$ cat src/rtl/pinser_pkg.sv
package pinser_pkg;

  // Synchronised view of one control line: level now and one cycle earlier
  typedef struct packed {
    logic now;
    logic prev;
  } line_t;

  function automatic logic fell(input line_t l);
    return l.prev & ~l.now;
  endfunction

  function automatic logic rose(input line_t l);
    return ~l.prev & l.now;
  endfunction

endpackage

$ cat src/rtl/pinser_sync.sv
module pinser_sync
  import pinser_pkg::*;
#(
  parameter int   STAGES  = 2,
  parameter logic RST_VAL = 1'b1
) (
  input  logic  clk,
  input  logic  rst_n,
  input  logic  async_i,
  output line_t line_o
);

  logic [STAGES-1:0] chain_q;
  logic              hist_q;

  generate
    if (STAGES == 1) begin : g_single
      always_ff @(posedge clk or negedge rst_n) begin
        if (!rst_n) chain_q <= RST_VAL;
        else        chain_q <= async_i;
      end
    end else begin : g_multi
      always_ff @(posedge clk or negedge rst_n) begin
        if (!rst_n) chain_q <= {STAGES{RST_VAL}};
        else        chain_q <= {chain_q[STAGES-2:0], async_i};
      end
    end
  endgenerate

  always_ff @(posedge clk or negedge rst_n) begin
    if (!rst_n) hist_q <= RST_VAL;
    else        hist_q <= chain_q[STAGES-1];
  end

  assign line_o.now  = chain_q[STAGES-1];
  assign line_o.prev = hist_q;

endmodule

$ cat src/rtl/pinser_ctrl.sv
module pinser_ctrl
  import pinser_pkg::*;
#(
  parameter int NBITS = 11,
  localparam int CNT_W = $clog2(NBITS)
) (
  input  logic             clk,
  input  logic             rst_n,
  input  line_t            sel_l,
  input  line_t            sck_l,
  output logic             load,
  output logic             shift,
  output logic [CNT_W-1:0] cnt_q,
  output logic             ovr_q
);

  localparam logic [CNT_W-1:0] LAST = CNT_W'(NBITS - 1);

  logic             active;
  logic             at_last;
  logic             sck_fall;
  logic [CNT_W-1:0] cnt_d;
  logic             ovr_d;

  always_comb begin
    sck_fall = fell(sck_l);
    active   = ~sel_l.now & ~sel_l.prev;
    at_last  = (cnt_q == LAST);
    load     = fell(sel_l);
    shift    = active & sck_fall & ~at_last & ~ovr_q;
    cnt_d    = cnt_q;
    ovr_d    = ovr_q;
    if (load | rose(sel_l)) begin
      cnt_d = '0;
      ovr_d = 1'b0;
    end else if (shift) begin
      cnt_d = cnt_q + CNT_W'(1);
    end else if (active & sck_fall & at_last) begin
      ovr_d = 1'b1;
    end
  end

  always_ff @(posedge clk or negedge rst_n) begin
    if (!rst_n) begin
      cnt_q <= '0;
      ovr_q <= 1'b0;
    end else begin
      cnt_q <= cnt_d;
      ovr_q <= ovr_d;
    end
  end

endmodule

$ cat src/rtl/pinser_shreg.sv
module pinser_shreg #(
  parameter int NBITS = 11
) (
  input  logic             clk,
  input  logic             rst_n,
  input  logic             load,
  input  logic             shift,
  input  logic [NBITS-1:0] par_in,
  output logic             lsb_o
);

  logic [NBITS-1:0] sh_q;
  logic [NBITS-1:0] sh_d;
  logic             sh_en;

  always_comb begin
    sh_en = load | shift;
    if (load) sh_d = par_in;
    else      sh_d = {1'b0, sh_q[NBITS-1:1]};
  end

  always_ff @(posedge clk or negedge rst_n) begin
    if (!rst_n)     sh_q <= '0;
    else if (sh_en) sh_q <= sh_d;
  end

  assign lsb_o = sh_q[0];

endmodule

$ cat src/rtl/pin_serializer.sv
module pin_serializer
  import pinser_pkg::*;
#(
  parameter int NBITS       = 11,
  parameter int SYNC_STAGES = 2,
  localparam int CNT_W      = $clog2(NBITS)
) (
  input  logic             clk,
  input  logic             rst_n,
  input  logic             sel_n,
  input  logic             sck,
  input  logic [NBITS-1:0] par_in,
  output logic             ser_out,
  output logic             ser_oe,
  output logic             ovr_flag
);

  line_t            sel_l;
  line_t            sck_l;
  logic             load;
  logic             shift;
  logic [CNT_W-1:0] cnt;
  logic             ovr_q;
  logic             lsb;

  pinser_sync #(.STAGES(SYNC_STAGES), .RST_VAL(1'b1)) u_sel_sync (
    .clk(clk), .rst_n(rst_n), .async_i(sel_n), .line_o(sel_l)
  );

  pinser_sync #(.STAGES(SYNC_STAGES), .RST_VAL(1'b1)) u_sck_sync (
    .clk(clk), .rst_n(rst_n), .async_i(sck), .line_o(sck_l)
  );

  pinser_ctrl #(.NBITS(NBITS)) u_ctrl (
    .clk(clk), .rst_n(rst_n), .sel_l(sel_l), .sck_l(sck_l),
    .load(load), .shift(shift), .cnt_q(cnt), .ovr_q(ovr_q)
  );

  pinser_shreg #(.NBITS(NBITS)) u_shreg (
    .clk(clk), .rst_n(rst_n), .load(load), .shift(shift),
    .par_in(par_in), .lsb_o(lsb)
  );

  // The delayed select level changes on the same edge as the load
  assign ser_oe   = ~sel_l.prev;
  assign ser_out  = ser_oe & ~ovr_q & lsb;
  assign ovr_flag = ovr_q;

endmodule

$ cat config.mk
export PLATFORM = sky130hd
export DESIGN_NAME = pin_serializer
export DESIGN_NICKNAME = d
export VERILOG_FILES = /design/src/rtl/pinser_pkg.sv /design/src/rtl/pinser_sync.sv /design/src/rtl/pinser_ctrl.sv /design/src/rtl/pinser_shreg.sv /design/src/rtl/pin_serializer.sv
export SDC_FILE = /design/constraint.sdc
export NUM_CORES = 1
export LEC_CHECK = 0
export BUFFER_PORTS_ARGS = -buffer_cell sky130_fd_sc_hd__buf_2
export CAP_MARGIN = 20
export CORE_MARGIN = 8
export CORE_UTILIZATION = 53
export DETAILED_ROUTE_END_ITERATION = 16
export PLACE_DENSITY = 0.76
export SYNTH_ARGS = -nofsm -noshare
export SYNTH_HDL_FRONTEND = slang
export SYNTH_SLANG_ARGS = --single-unit
$ cat constraint.sdc
create_clock -name clk -period 2.3 [get_ports clk]
set_input_delay 0.69 -clock clk [delete_from_list [all_inputs] [get_ports clk]]
set_output_delay 0.69 -clock clk [all_outputs]
set_load 0.005 [all_outputs]
==> results.cfg, run 1 <==
[grt]
globalRouteOverflowTotal = 0
vias_in_the_first_global_route = 720
global_route.usage.total_pct = 11.7
largest_net_degree_at_the_start_of_global_routing = 24
antenna_violations_before_repair = 0
grt_first_pass_wirelength_mm = 3.21

[sta]
finalSetupViolCount = 0
final.min_clock_period_ns = 1.93
worst_hold_slack_ns = 0.329
period_share_pct = 84.0
timing.max_slew.rel_slack_pct = 50.5
fmax_mhz = 517
report.final.slew_viol_count = 0
timing_hold_violations_final = 0
clock-skew-final_ns = 0.00287
max_slew.worst_pin.slew_ns = 0.743
setup_repair_after_global_routing_missed_its_margin = false
fin_tns_setup_ns = 0

[clock_tree]
clock_buffer_count_from_cts = 3
post_cts_hold_fix_bufs = 0
cts.path.max_buffers = 2
cts.reportedPaths.clkPinSlew_ns = 0.12
cts_root_buffer = sky130_fd_sc_hd__clkbuf_4
clock_sink_count = 22
cts_resized = 0
clkLatencyLatePin_ns = 0.30
cts_tree = yes
postCtsSetupRepairBufs = 0
cts_htree_levels = 1

[final_layout]
layout.filler_cells = 156
final-seq-area_um2 = 558
antenna_cells_inserted = 0
area_growth_syn_to_layout_pct = 11.6
fin_nets = 125
drive_above_1_share_pct = 26.7
multi_input_comb_area_um2 = 420
layoutNonFillerInstCount = 132

[die]
pin_count = 18
design.core.area_um2 = 1900
floorplan.initialDensity_pct = 54.7
row_count = 16
fp.dieArea_um2 = 3630
die-height_um = 60.3
die_width_um = 60.3

[critical_path]
worstSetupEndpointType = flip-flop
worstPathArrival_ns = 2.12
max_stage_delay_ns = 0.63
critical_path_rt_ns = 2.49
crit_path_top_delay_cell = sky130_fd_sc_hd__ha_1
setup.worst_path.start_class = flip-flop
regToRegSetupSlack_ns = 0.37
critical_path_peak_fanout = 23
worst_r2r_startpoint = u_sel_sync.hist_q$_DFF_PN1_
regToRegEndpoint = u_shreg.sh_q[6]$_DFFE_PN0P_
cp_cell_sequence = ha_1, nor2b_1, nor3b_1, a221o_1
worst-r2r-cell-count = 4
setup.worst_path.class = reg -> reg

[synthesis]
synth_edf_count = 0
synthTopCellsByCount = 16 x sky130_fd_sc_hd__dfrtp_1, 10 x sky130_fd_sc_hd__a221o_1, 10 x sky130_fd_sc_hd__nor2b_1, 10 x sky130_fd_sc_hd__nor3b_1
synth_top_flop_cell = sky130_fd_sc_hd__dfrtp_1
synth_seq_area_share_pct = 53.7
synth_mux_area_share_pct = 0
post_synth_and_or_nand_nor_area_fraction_pct = 20.3
synth_fa_ha_area_share_pct = 4.81
synth_top_family_by_area = simple AND/OR/NAND/NOR gates
synth_most_common_cell = sky130_fd_sc_hd__dfrtp_1
netlist_area_um2 = 1040
yosysTopAreaCellShare_pct = 38.5
post_synth_xor_area_fraction_pct = 0
yosys_register_bits = 22
synth-async-reset-ratio_pct = 100
synth-warning-count = 0
synth_top_cell_by_area = sky130_fd_sc_hd__dfrtp_1
synthDistinctLibCells = 22
syn_nets = 109
netlist_top_cells_area = sky130_fd_sc_hd__dfrtp_1 39%, sky130_fd_sc_hd__dfstp_2 15%, sky130_fd_sc_hd__a221o_1 9.6%
area_fraction_in_compound_gates_after_synthesis_pct = 15.3
syn-mean-instance-area_um2 = 11.6
cells_after_synthesis = 90

[drt]
via_count = 722
drc_errors = 0
route.final.wire_length_mm = 1.92
drt.antenna.violating_nets = 0
dr.pass1.iters = 4
detailedRoute.firstIterationViolations = 10
routed_wire_length_per_instance_um = 14.5
vias_per_cell = 5.47

[power_and_ir_drop]
power.ir.vdd_worst_v = 0.000403
sequentialPowerShare_pct = 58.6
power.static_leakage_nw = 0.511
p_comb_share_pct = 13.6
clock_power_share_pct = 27.8
internal_power_uw = 575
power_density_over_the_cells_nw_per_um2 = 639
p_sw_uw = 166
sw_ratio_pct = 22.4

[placed_design]
port-buffer-count = 17
finalWeightedCongestion = 0.734
dp.final_hpwl_mm = 1.36
dp_cells = 128

[hold_path]
worstHoldPathType = in -> async

[job]
drv_cap = 0

[outcome]
run_status = finished, final reports clean
worst max-delay path by stage:
| stage | startpoint | to | slack [ns] | depth (start not counted) |
|---|---|---|---|---|
| final | u_sel_sync.hist_q$_DFF_PN1_ | u_shreg.sh_q[6]$_DFFE_PN0P_ | 0.37 | 4 |
| after global routing | u_ctrl.cnt_q[0]$_DFFE_PN0P_ | u_shreg.sh_q[3]$_DFFE_PN0P_ | 0.22 | 5 |
| after CTS | u_ctrl.cnt_q[0]$_DFFE_PN0P_ | u_shreg.sh_q[9]$_DFFE_PN0P_ | 0.35 | 5 |
| after detailed placement | u_ctrl.cnt_q[0]$_DFFE_PN0P_ | u_shreg.sh_q[6]$_DFFE_PN0P_ | 0.37 | 5 |
| after global placement | u_ctrl.cnt_q[0]$_DFFE_PN0P_ | u_shreg.sh_q[9]$_DFFE_PN0P_ | 0.42 | 5 |
| after floorplan | u_sel_sync.hist_q$_DFF_PN1_ | u_shreg.sh_q[4]$_DFFE_PN0P_ | 0.56 | 7 |
critical path, delay by kind of cell (launching register included):
family | cells | cell delay [ns]
fa+ha+maj | 1 | 0.63
compound gates | 1 | 0.29
flops | 1 | 0.56
simple gates | 2 | 0.33
cells by family (layout without fill, tap and decap cells):
| family | after synthesis | count (layout) |
|---|---|---|
| AO/OA/AOI/OAI | 21 | 21 |
| adder cells (fa/ha/maj) | 4 | 4 |
| AND/OR/NAND/NOR | 31 | 31 |
| buffers and inverters | 12 | 27 |
| flip-flops | 22 | 22 |
power by group through the flow:
stage | sequential, mW | clock, mW | combinational, mW
finish | 0.434 | 0.206 | 0.101
global route | 0.439 | 0.233 | 0.112
CTS | 0.435 | 0.216 | 0.103
detailed placement | 0.442 | 0 | 0.101
global placement | 0.442 | 0 | 0.0962
floorplan | 0.438 | 0 | 0.0690
cell type report:
type | instances | share of cell area [%]
clock buffers | 4 | 3.13
repair buffers | 18 | 7.98
well taps | 27 | 2.91
flip-flops and latches | 22 | 48.1
multi-input cells | 56 | 36.2
inverters | 5 | 1.62
registers in the layout (all words and copies together), names as in the netlist:
signal	count
u_ctrl.ovr_q	1
u_sck_sync.hist_q	1
u_sel_sync.chain_q	2
u_shreg.sh_q	11
u_sck_sync.chain_q	2
u_sel_sync.hist_q	1
u_ctrl.cnt_q	4
per-layer routing:
layer | part of all wire (%) | wire length [µm] | track usage [%]
met3 | 3.3 | 64 | 2.37
met5 | 0 | 0 | 0
met4 | 0.73 | 14 | 6.12
met2 | 51 | 984 | 19.1
met1 | 45 | 854 | 14.1
stage by stage:
step           instance area (µm²)  total power, mW  utilization [%]  setup WS, ns
2_1_floorplan                 1040            0.507                -         0.562
3_3_place_gp                  1120            0.538             59.1         0.419
3_5_place_dp                  1120            0.543             59.1         0.375
4_1_cts                       1160            0.753             61.0         0.354
5_1_grt                       1160            0.784             61.0         0.223
6_report                      1160            0.742             61.0         0.367
cells in the final DEF, fill, tap and decap left out, types with 3 or more instances in the layout:
cell type,synthesis,routed
sky130_fd_sc_hd__a21oi_1,4,4
sky130_fd_sc_hd__a221o_1,10,10
sky130_fd_sc_hd__buf_2,1,17
sky130_fd_sc_hd__clkbuf_4,0,3
sky130_fd_sc_hd__dfrtp_1,16,16
sky130_fd_sc_hd__dfstp_2,6,6
sky130_fd_sc_hd__ha_1,4,4
sky130_fd_sc_hd__inv_1,5,5
sky130_fd_sc_hd__nor2b_1,10,10
sky130_fd_sc_hd__nor3b_1,10,10
sky130_fd_sc_hd__o21ai_0,6,6
sky130_fd_sc_hd__or3_1,3,3
Note: power is estimated with default switching activity, not from simulation.
==> inputs of run 2 (changes only) <==
--- a/config.mk
+++ b/config.mk
@@ -8,9 +8,9 @@
 export BUFFER_PORTS_ARGS = -buffer_cell sky130_fd_sc_hd__buf_2
 export CAP_MARGIN = 20
 export CORE_MARGIN = 8
-export CORE_UTILIZATION = 53
+export CORE_UTILIZATION = 48
 export DETAILED_ROUTE_END_ITERATION = 16
-export PLACE_DENSITY = 0.76
+export PLACE_DENSITY = 0.73
 export SYNTH_ARGS = -nofsm -noshare
 export SYNTH_HDL_FRONTEND = slang
 export SYNTH_SLANG_ARGS = --single-unit
==> constraint.sdc (replaced) <==
create_clock -name clk -period 1.7 [get_ports clk]
set_input_delay 0.51 -clock clk [delete_from_list [all_inputs] [get_ports clk]]
set_output_delay 0.51 -clock clk [all_outputs]
set_load 0.005 [all_outputs]
==> run 2 against run 1 <==
Effect of this change:
- first-iteration DRC count grew to 4.6 times the previous value
- final area is 8.4% higher
- die area is 7.6% higher
- worst setup slack worse by 0.30 ns
- largest power group unchanged
==> results.cfg, run 2 (same netlist as run 1, synthesis figures left out) <==
[sta]
fmax_mhz = 613
timing.max_slew.rel_slack_pct = 69.2
period_share_pct = 95.9
setup_repair_after_global_routing_missed_its_margin = false
report.final.slew_viol_count = 0
clock-skew-final_ns = 0.00540
timing_hold_violations_final = 0
fin_tns_setup_ns = 0
max_slew.worst_pin.slew_ns = 0.463
finalSetupViolCount = 0
final.min_clock_period_ns = 1.63
postLayoutSetupSlackWorst_ns = 0.0700

[placed_design]
placement.setup.worst_slack_ns = 0.0714
placed_instance_area_um2 = 1170
port-buffer-count = 17
finalWeightedCongestion = 0.735
dp.final_hpwl_mm = 1.38

[power_and_ir_drop]
p_comb_share_pct = 14.7
sw_ratio_pct = 22.5
fin_total_pwr_mw = 1.02
internal_power_uw = 790
power.ir.vdd_worst_v = 0.000489
sequentialPowerShare_pct = 57.7
clock_power_share_pct = 27.6
power.static_leakage_nw = 0.553
power_density_over_the_cells_nw_per_um2 = 811
p_sw_uw = 230

[die]
die_width_um = 62.5
floorplan.initialDensity_pct = 48.9
die-height_um = 62.5
fp.dieArea_um2 = 3910
pin_count = 18
design.core.area_um2 = 2130
row_count = 17

[clock_tree]
cts.path.max_buffers = 2
cts_htree_levels = 1
clkLatencyLatePin_ns = 0.31
cts_tree = yes
clock_buffer_count_from_cts = 3
clock_sink_count = 22
cts.reportedPaths.clkPinSlew_ns = 0.12
cts_root_buffer = sky130_fd_sc_hd__clkbuf_4
post_cts_hold_fix_bufs = 0

[critical_path]
regToRegSetupSlack_ns = 0.07
cp_top_family = simple AND/OR/NAND/NOR gates
max_stage_delay_ns = 0.42
cp_cell_sequence = inv_1, ha_2, nand4bb_4, buf_6, or4_1, a21oi_2
crit_path_top_delay_cell = sky130_fd_sc_hd__or4_1
worstPathArrival_ns = 1.87
setup.worst_path.class = reg -> reg
worst_r2r_startpoint = u_sel_sync.hist_q$_DFF_PN1_
critical_path_peak_fanout = 7
regToRegEndpoint = u_ctrl.cnt_q[2]$_DFFE_PN0P_
crit_buf_inv = 2
startpoint = u_sel_sync.hist_q$_DFF_PN1_
worstSetupEndpointType = flip-flop
worst-r2r-cell-count = 6
critical_path_rt_ns = 1.94
setup.worst_path.start_class = flip-flop

[final_layout]
antenna_cells_inserted = 0
drive_above_1_share_pct = 35.7
largest_reg_flops = 11
top_register = u_shreg.sh_q
fin_nets = 132
largestRegisters = u_shreg.sh_q (11), u_ctrl.cnt_q (4)
fin_area_um2 = 1260
final_common_cell = sky130_fd_sc_hd__buf_2
layout.filler_cells = 185
most-common-layout-cells = 18 x sky130_fd_sc_hd__buf_2, 16 x sky130_fd_sc_hd__dfrtp_1, 10 x sky130_fd_sc_hd__nor2b_1, 10 x sky130_fd_sc_hd__a221o_1, 9 x sky130_fd_sc_hd__nor3b_1
area_growth_syn_to_layout_pct = 20.9

[outcome]
run_status = finished, final reports clean

[drt]
vias_per_cell = 5.24
detailedRoute.firstIterationViolations = 46
drt.antenna.violating_nets = 0
route.final.wire_length_mm = 1.92
drc_errors = 0
via_count = 734
routed_wire_length_per_instance_um = 13.7
dr.pass1.iters = 4

[grt]
globalRouteOverflowTotal = 0
grt_first_pass_wirelength_mm = 3.19
largest_net_degree_at_the_start_of_global_routing = 24
global_route.usage.total_pct = 10.0
antenna_violations_before_repair = 0
vias_in_the_first_global_route = 754

[hold_path]
worstHoldPathType = in -> async

[job]
drv_cap = 0
## run 2: changes by cell type in the layout (fill, tap and decap cells not counted), sizes merged
cell | before | now
buf | 18 | 25
## run 2: per-layer routing
layer  part of all wire [%]  routed length (µm)  vias up  GRT usage (%)
li1                       -                   -      370              -
met1                     46                 881      349           11.8
met2                     49                 940       11           15.7
met3                    3.5                  68        4           3.23
met4                    1.6                  31        0           5.98
met5                      0                   0        -              0
## run 2: metrics by stage
step,instances,hold slack (ns),util [%]
5_1_grt,140,0.153,59.1
3_3_place_gp,134,0.345,55.2
6_report,140,0.135,59.1
3_5_place_dp,134,0.347,55.2
4_1_cts,138,0.147,56.9
2_1_floorplan,90,0.214,-
## run 2: worst max-delay path by stage
stage                     slack [ns]  depth (start not counted)                           to
after floorplan                 0.06                          7  u_shreg.sh_q[0]$_DFFE_PN0P_
after global placement          0.10                          6  u_ctrl.cnt_q[2]$_DFFE_PN0P_
after detailed placement        0.07                          6  u_ctrl.cnt_q[2]$_DFFE_PN0P_
after CTS                       0.04                          6  u_ctrl.cnt_q[2]$_DFFE_PN0P_
after global routing           0.002                          6  u_ctrl.cnt_q[2]$_DFFE_PN0P_
final                           0.07                          6  u_ctrl.cnt_q[2]$_DFFE_PN0P_
## run 2: timing repair
item | 4_1_cts | 5_1_grt
resized for setup | 0 | 6
buffers inserted | 0 | 1
endpoints found under the setup margin | 0 | 12
## run 2: layout make-up
type                            instances  area, µm²  area share, %
Timing Repair Buffer                   25        159           12.6
Tap cell                               28       35.0           2.79
Multi-Input combinational cell         56        450           35.8
Inverter                                5       18.8           1.49
Clock buffer                            4       36.3           2.89
Sequential cell                        22        558           44.4
## run 2: power by group through the flow
stage          clock [mW]  combinational [mW]  sequential [mW]
2_1_floorplan           0              0.0935            0.592
3_3_place_gp            0               0.140            0.596
3_5_place_dp            0               0.144            0.597
4_1_cts             0.295               0.145            0.588
5_1_grt             0.321               0.165            0.595
6_report            0.282               0.150            0.588
## run 2: worst reg2reg max path: cells and delay by family (launching register included)
family / cells / cell delay (ns)
adder cells (fa/ha/maj): 1 / 0.21
AO/OA/AOI/OAI: 1 / 0.17
AND/OR/NAND/NOR: 2 / 0.56
flip-flops: 1 / 0.40
buffers and inverters: 2 / 0.23
